### src/rtl/pwcap_pkg.sv
package pwcap_pkg;

    localparam int DATA_W   = 32;
    localparam int NUM_PINS = 2;

    // register byte offsets
    localparam logic [7:0] OFS_CTRL = 8'h00;
    localparam logic [7:0] OFS_STAT = 8'h04;
    localparam logic [7:0] OFS_IEN  = 8'h08;
    localparam logic [7:0] OFS_PSC  = 8'h0C;
    localparam logic [7:0] OFS_LIM  = 8'h10;
    localparam logic [7:0] OFS_CAPA = 8'h14;
    localparam logic [7:0] OFS_CAPB = 8'h18;
    localparam logic [7:0] OFS_CNT  = 8'h1C;

    // control bits
    localparam int CTRL_RUN = 0;
    localparam int CTRL_SEL = 1;
    localparam int CTRL_LOW = 2;
    localparam int CTRL_UG  = 3;

    // status bits; bits 0..2 are the interrupt sources
    localparam int ST_W     = 5;
    localparam int ST_CAPA  = 0;
    localparam int ST_CAPB  = 1;
    localparam int ST_WRAP  = 2;
    localparam int ST_OCA   = 3;
    localparam int ST_OCB   = 4;
    localparam int IEN_W    = 3;

endpackage

### src/rtl/pwcap_edge_sync.sv
module pwcap_edge_sync #(
    parameter int STAGES = 2
) (
    input  logic clk,
    input  logic rst_n,
    input  logic din,
    output logic rise,
    output logic fall
);
    typedef struct packed {
        logic [STAGES-1:0] sh;
        logic              last;
    } es_t;

    es_t q, d;

    always_comb begin
        d      = q;
        d.sh   = {q.sh[STAGES-2:0], din};
        d.last = q.sh[STAGES-1];
    end

    always_ff @(posedge clk or negedge rst_n) begin
        if (!rst_n) q <= '0;
        else        q <= d;
    end

    assign rise = q.sh[STAGES-1] & ~q.last;
    assign fall = ~q.sh[STAGES-1] & q.last;
endmodule

### src/rtl/pwcap_prescaler.sv
module pwcap_prescaler #(
    parameter int PSC_W = 16
) (
    input  logic             clk,
    input  logic             rst_n,
    input  logic             run,
    input  logic             clr,
    input  logic             load,
    input  logic [PSC_W-1:0] psc_in,
    output logic             tick
);
    typedef struct packed {
        logic [PSC_W-1:0] div;
        logic [PSC_W-1:0] act;
    } pre_t;

    pre_t q, d;

    assign tick = run && (q.div == q.act);

    always_comb begin
        d = q;
        if (clr)      d.div = '0;
        else if (run) d.div = tick ? '0 : q.div + 1'b1;
        if (load)     d.act = psc_in;
    end

    always_ff @(posedge clk or negedge rst_n) begin
        if (!rst_n) q <= '0;
        else        q <= d;
    end
endmodule

### src/rtl/pwcap_timer.sv
module pwcap_timer
    import pwcap_pkg::*;
#(
    parameter int CNT_W       = 32,
    parameter int PSC_W       = 16,
    parameter int SYNC_STAGES = 2,
    parameter int ADDR_W      = 5
) (
    input  logic                clk,
    input  logic                rst_n,
    input  logic [NUM_PINS-1:0] pin_in,
    input  logic                bus_we,
    input  logic [ADDR_W-1:0]   bus_addr,
    input  logic [DATA_W-1:0]   bus_wdata,
    output logic [DATA_W-1:0]   bus_rdata,
    output logic                irq
);
    localparam logic [ADDR_W-1:0] A_CTRL = OFS_CTRL[ADDR_W-1:0];
    localparam logic [ADDR_W-1:0] A_STAT = OFS_STAT[ADDR_W-1:0];
    localparam logic [ADDR_W-1:0] A_IEN  = OFS_IEN[ADDR_W-1:0];
    localparam logic [ADDR_W-1:0] A_PSC  = OFS_PSC[ADDR_W-1:0];
    localparam logic [ADDR_W-1:0] A_LIM  = OFS_LIM[ADDR_W-1:0];
    localparam logic [ADDR_W-1:0] A_CAPA = OFS_CAPA[ADDR_W-1:0];
    localparam logic [ADDR_W-1:0] A_CAPB = OFS_CAPB[ADDR_W-1:0];
    localparam logic [ADDR_W-1:0] A_CNT  = OFS_CNT[ADDR_W-1:0];

    typedef struct packed {
        logic             run;
        logic             sel;
        logic             act_low;
        logic [ST_W-1:0]  st;
        logic [IEN_W-1:0] ien;
        logic [PSC_W-1:0] psc;
        logic [CNT_W-1:0] lim;
        logic [CNT_W-1:0] cnt;
        logic [CNT_W-1:0] cap_a;
        logic [CNT_W-1:0] cap_b;
    } tmr_t;

    tmr_t q, d;

    // edge detection per pin
    logic [NUM_PINS-1:0] rise_v, fall_v;

    for (genvar p = 0; p < NUM_PINS; p++) begin : g_pin
        pwcap_edge_sync #(.STAGES(SYNC_STAGES)) u_sync (
            .clk  (clk),
            .rst_n(rst_n),
            .din  (pin_in[p]),
            .rise (rise_v[p]),
            .fall (fall_v[p])
        );
    end

    // bus decode
    logic wr_ctrl, wr_stat, wr_ien, wr_psc, wr_lim, ug_req;
    assign wr_ctrl = bus_we && (bus_addr == A_CTRL);
    assign wr_stat = bus_we && (bus_addr == A_STAT);
    assign wr_ien  = bus_we && (bus_addr == A_IEN);
    assign wr_psc  = bus_we && (bus_addr == A_PSC);
    assign wr_lim  = bus_we && (bus_addr == A_LIM);
    assign ug_req  = wr_ctrl && bus_wdata[CTRL_UG];

    // edge routing: the selected pin feeds both channels
    logic rise_s, fall_s, per_evt, wid_evt, cap_a_evt, cap_b_evt;
    assign rise_s    = rise_v[q.sel];
    assign fall_s    = fall_v[q.sel];
    assign per_evt   = q.run && (q.act_low ? fall_s : rise_s);
    assign wid_evt   = q.run && (q.act_low ? rise_s : fall_s);
    assign cap_a_evt = q.sel ? wid_evt : per_evt;
    assign cap_b_evt = q.sel ? per_evt : wid_evt;

    logic [CNT_W-1:0] lim_eff;
    assign lim_eff = (q.lim == '0) ? '1 : q.lim;

    // prescaler
    logic tick, wrap, pre_clr, pre_load;
    assign pre_clr  = ug_req || per_evt;
    assign pre_load = ug_req || wrap;

    pwcap_prescaler #(.PSC_W(PSC_W)) u_pre (
        .clk   (clk),
        .rst_n (rst_n),
        .run   (q.run),
        .clr   (pre_clr),
        .load  (pre_load),
        .psc_in(q.psc),
        .tick  (tick)
    );

    always_comb begin
        d    = q;
        wrap = 1'b0;

        if (wr_ctrl) begin
            d.run     = bus_wdata[CTRL_RUN];
            d.sel     = bus_wdata[CTRL_SEL];
            d.act_low = bus_wdata[CTRL_LOW];
        end
        if (wr_ien) d.ien = bus_wdata[IEN_W-1:0];
        if (wr_psc) d.psc = bus_wdata[PSC_W-1:0];
        if (wr_lim) d.lim = bus_wdata[CNT_W-1:0];
        if (wr_stat) d.st = q.st & bus_wdata[ST_W-1:0];

        // counter: update-generate, then slave reset, then tick
        if (ug_req || per_evt) begin
            d.cnt = '0;
        end else if (tick) begin
            if (q.cnt == lim_eff) begin
                d.cnt = '0;
                wrap  = 1'b1;
            end else begin
                d.cnt = q.cnt + 1'b1;
            end
        end

        // captures take the count before any restart
        if (cap_a_evt) begin
            d.cap_a      = q.cnt;
            d.st[ST_CAPA] = 1'b1;
            if (q.st[ST_CAPA]) d.st[ST_OCA] = 1'b1;
        end
        if (cap_b_evt) begin
            d.cap_b      = q.cnt;
            d.st[ST_CAPB] = 1'b1;
            if (q.st[ST_CAPB]) d.st[ST_OCB] = 1'b1;
        end
        if (wrap) d.st[ST_WRAP] = 1'b1;
    end

    always_ff @(posedge clk or negedge rst_n) begin
        if (!rst_n) q <= '0;
        else        q <= d;
    end

    assign irq = |(q.st[IEN_W-1:0] & q.ien);

    always_comb begin
        bus_rdata = '0;
        case (bus_addr)
            A_CTRL: begin
                bus_rdata[CTRL_RUN] = q.run;
                bus_rdata[CTRL_SEL] = q.sel;
                bus_rdata[CTRL_LOW] = q.act_low;
            end
            A_STAT:  bus_rdata[ST_W-1:0]  = q.st;
            A_IEN:   bus_rdata[IEN_W-1:0] = q.ien;
            A_PSC:   bus_rdata[PSC_W-1:0] = q.psc;
            A_LIM:   bus_rdata[CNT_W-1:0] = q.lim;
            A_CAPA:  bus_rdata[CNT_W-1:0] = q.cap_a;
            A_CAPB:  bus_rdata[CNT_W-1:0] = q.cap_b;
            A_CNT:   bus_rdata[CNT_W-1:0] = q.cnt;
            default: bus_rdata = '0;
        endcase
    end
endmodule

### config.mk
export PLATFORM = sky130hd
export DESIGN_NAME = pwcap_timer
export DESIGN_NICKNAME = d
export VERILOG_FILES = /design/src/rtl/pwcap_pkg.sv /design/src/rtl/pwcap_edge_sync.sv /design/src/rtl/pwcap_prescaler.sv /design/src/rtl/pwcap_timer.sv
export SDC_FILE = /design/constraint.sdc
export NUM_CORES = 1
export LEC_CHECK = 0
export CORE_MARGIN = 4
export CORE_UTILIZATION = 33
export DETAILED_ROUTE_END_ITERATION = 8
export PLACE_DENSITY = 0.52
export SLEW_MARGIN = 20
export SYNTH_ARGS = -nofsm -noshare
export SYNTH_HDL_FRONTEND = slang
export SYNTH_SLANG_ARGS = --single-unit
### constraint.sdc
create_clock -name clk -period 6.3 [get_ports clk]
set_clock_uncertainty 0.2 [all_clocks]
set_input_delay 1.575 -clock clk [delete_from_list [all_inputs] [get_ports clk]]
set_output_delay 1.575 -clock clk [all_outputs]
set_load 0.02 [all_outputs]
==> results of run 1 <==
## layout make-up
cell class | count | area share (%)
tap | 390 | 4.19
multi-input combinational | 671 | 41.7
clock inverter | 14 | 1.25
timing repair buffer | 91 | 7.59
inverter | 4 | 0.129
clock buffer | 18 | 3.68
sequential | 193 | 41.4
## registers in the layout (all words and copies together) (netlist names)
| name | cells |
|---|---|
| q | 155 |
| u_pre.q | 32 |
| g_pin.u_sync.d | 4 |
| g_pin.u_sync.q | 2 |
## metal layers
layer  GRT usage (%)  up-vias
li1                -     3487
met1            25.3     3864
met2            26.9      190
met3            2.87       31
met4            4.56        0
met5               0        -
## worst min path at each step
stage | from | end | cells past startpoint
final | g_pin[1].u_sync.d[2]$_DFF_PN0_ | g_pin[1].u_sync.d[0]$_DFF_PN0_ | 0
after CTS | g_pin[1].u_sync.d[2]$_DFF_PN0_ | g_pin[1].u_sync.d[0]$_DFF_PN0_ | 0
after global routing | g_pin[1].u_sync.d[2]$_DFF_PN0_ | g_pin[1].u_sync.d[0]$_DFF_PN0_ | 0
after global placement | g_pin[1].u_sync.d[2]$_DFF_PN0_ | g_pin[1].u_sync.d[0]$_DFF_PN0_ | 0
after floorplan | g_pin[0].u_sync.d[2]$_DFF_PN0_ | g_pin[0].u_sync.d[0]$_DFF_PN0_ | 0
after detailed placement | g_pin[1].u_sync.d[2]$_DFF_PN0_ | g_pin[1].u_sync.d[0]$_DFF_PN0_ | 0
## report_power, final
group / internal [uW] / total [uW] / switching (uW)
registers: 1350 / 1540 / 194
clock network: 529 / 1070 / 542
logic: 250 / 531 / 282
## cells by family (layout without fill, tap and decap cells)
kind of cell,Yosys count,in the layout,synth area share [%]
simple gates,299,299,14.6
flops,193,193,48.2
compound gates,160,160,11.3
mux,142,142,16.3
buf+inv,78,127,3.37
xor+xnor,68,68,5.95
fa+ha+maj,2,2,0.250
## Yosys cell counts (2+ instances only)
master / instances
mux2_2: 128
mux2i_1: 4
buf_1: 9
xnor2_1: 29
o31ai_1: 13
o211ai_1: 2
a22oi_1: 68
mux2_4: 10
inv_1: 4
o21a_1: 2
ha_1: 2
o2111a_1: 2
dfrtp_1: 193
o21ai_1: 6
a32oi_1: 16
nor2_1: 77
nor3_1: 13
nand4_1: 22
clkbuf_1: 48
and3_1: 10
a31oi_1: 3
o21ai_0: 35
xor2_1: 39
and4_1: 6
nor2b_1: 6
nand2_1: 84
buf_2: 13
nand2b_1: 5
nand3_1: 46
nand4_2: 2
a31o_2: 4
nor4_2: 4
or3_1: 2
nor3b_1: 2
nor4_1: 14
a21oi_1: 4
## per-stage QoR
stage / hold slack [ns] / area (sq um) / instances / total power (uW)
finish: 0.154 / 11700 / 1381 / 3150
CTS: 0.155 / 11700 / 1381 / 3170
detailed placement: 0.136 / 11100 / 1349 / 2100
global placement: 0.137 / 11100 / 1349 / 2090
global route: 0.166 / 11700 / 1381 / 3300
floorplan: 0.131 / 10000 / 942 / 1850
## critical path, cell delays in order
cell	delay [ns]
clkdlybuf4s50_1	0.44
or3_1	0.47
nor3_1	0.75
a22oi_1	0.17
nand4_1	0.19
clkdlybuf4s50_1	0.62
==> impl_metrics.env, run 1 <==
export IMPL_start_util_pct=33.6
export IMPL_rsz0062_at_grt="no"
export IMPL_worstReg2RegEnd="u_pre.q[1]$_DFFE_PN0P_"
export IMPL_nets=1022
export IMPL_relSlewSlack_pct=26.5
export IMPL_n_fill_cell=2921
export IMPL_synth_warnings=0
export IMPL_cts_sinks=193
export IMPL_drv_slew=0
export IMPL_rr_worst_depth=8
export IMPL_numCtsBuffers=17
export IMPL_postCtsHoldBufs=0
export IMPL_ys_flop_type="dfrtp_1"
export IMPL_dpl_worst_slack_ns=0.305
export IMPL_setup_tns_ns=0
export IMPL_synth_top_area_share_pct=48.2
export IMPL_clkLatencyLatePin_ns=0.45
export IMPL_peakVddDrop_mv=0.184
export IMPL_fmax_mhz=167
export IMPL_grt_antenna_before_repair=0
export IMPL_drtPass1Iterations=5
export IMPL_core_area_sq_um=29800
export IMPL_grt_max_degree=104
export IMPL_wl_per_cell_um=20.6
export IMPL_setup_ws_ns=0.309
export IMPL_syn2layout_area_growth_pct=16.4
export IMPL_criticalPathCategory="in -> out"
export IMPL_required_ns=4.53
export IMPL_dieArea_sq_um=33200
export IMPL_wl_met1_um=13700
export IMPL_grt_overflow=0
export IMPL_drc=0
export IMPL_dieHeight_um=182
export IMPL_async_reset_ff_share_pct=100
export IMPL_synthDistinctLibCells=51
export IMPL_drv_cap=0
export IMPL_rrSetupSlack_ns=2.00
export IMPL_antenna_left=0
export IMPL_cts_tree="done"
export IMPL_grt_pass1_wl_um=45000
export IMPL_critPathLaunchType="input port"
export IMPL_post_cts_buffers=0
export IMPL_ios=75
export IMPL_layout_common_cells="193 x dfrtp_1, 128 x mux2_2, 84 x nand2_1"
export IMPL_tightest_slew_ns=1.10
export IMPL_h_tree_depth=4
export IMPL_finalCritPeriodShare_pct=95.1
export IMPL_syn_area_sq_um=10000
export IMPL_outcome="finished clean"
export IMPL_drt_total_wl_um=28500
export IMPL_hp_class="reg -> reg"
export IMPL_final_hold_viol_count=0
export IMPL_ctsResizeCount=0
export IMPL_p_leak_uw=0.00512
export IMPL_critPathLaunch="bus_addr[4]"
export IMPL_first_global_vias=7424
export IMPL_cp_arrival_ns=4.22
export IMPL_place_gp_congestion=0.827
export IMPL_syn_nets=986
export IMPL_io_buffers=74
export IMPL_met3WireLength_um=1220
export IMPL_multiInputGateArea_sq_um=4860
export IMPL_yosys_area_top_type="dfrtp_1"
export IMPL_regArea_sq_um=4830
export IMPL_syn_instance_count=942
export IMPL_finalSetupViolations=0
export IMPL_via_count=7572
export IMPL_avgSynthCellArea_sq_um=10.6
export IMPL_grt_use_total_pct=17.3
export IMPL_diodes=0
export IMPL_drive_gt1_share_pct=20.6
export IMPL_dp_hpwl_um=19900
export IMPL_crit_end="bus_rdata[2]"
export IMPL_viasPerCell=5.48
export IMPL_crit_fanout=5
export IMPL_die_w_um=182
export IMPL_utilization_pct=39.1
export IMPL_cts_buffer_depth=2
export IMPL_drt_iter0_markers=536
export IMPL_power_density_nw_per_um2=270
export IMPL_met2_length_um=13100
export IMPL_fin_crit_ns=5.99
export IMPL_layout_commonest_cell="dfrtp_1"
export IMPL_synth_area_leaders="dfrtp_1 48%, mux2_2 14%, a22oi_1 5.1%"
export IMPL_ys_seq_area_share_pct=48.2
export IMPL_synth_edf_count=0
export IMPL_ys_ff_latch=193
export IMPL_end_kind="output port"
export IMPL_timing_rr_start="q[104]$_DFFE_PN0P_"
export IMPL_routed_top_layer="met4"
export IMPL_rows=63
export IMPL_root_buffer="clkbuf_16"
export IMPL_clk_pin_slew_ns=0.08
(Power assumes the default switching activity.)
==> inputs of run 2 (changes only) <==
--- a/config.mk
+++ b/config.mk
@@ -7,6 +7,7 @@
 export LEC_CHECK = 0
 export CORE_MARGIN = 4
 export CORE_UTILIZATION = 33
+export CTS_CLUSTER_SIZE = 30
 export DETAILED_ROUTE_END_ITERATION = 8
 export PLACE_DENSITY = 0.52
 export SLEW_MARGIN = 20
==> results of run 2 <==
Final layout, timing and power as in run 1 (identical DEF).
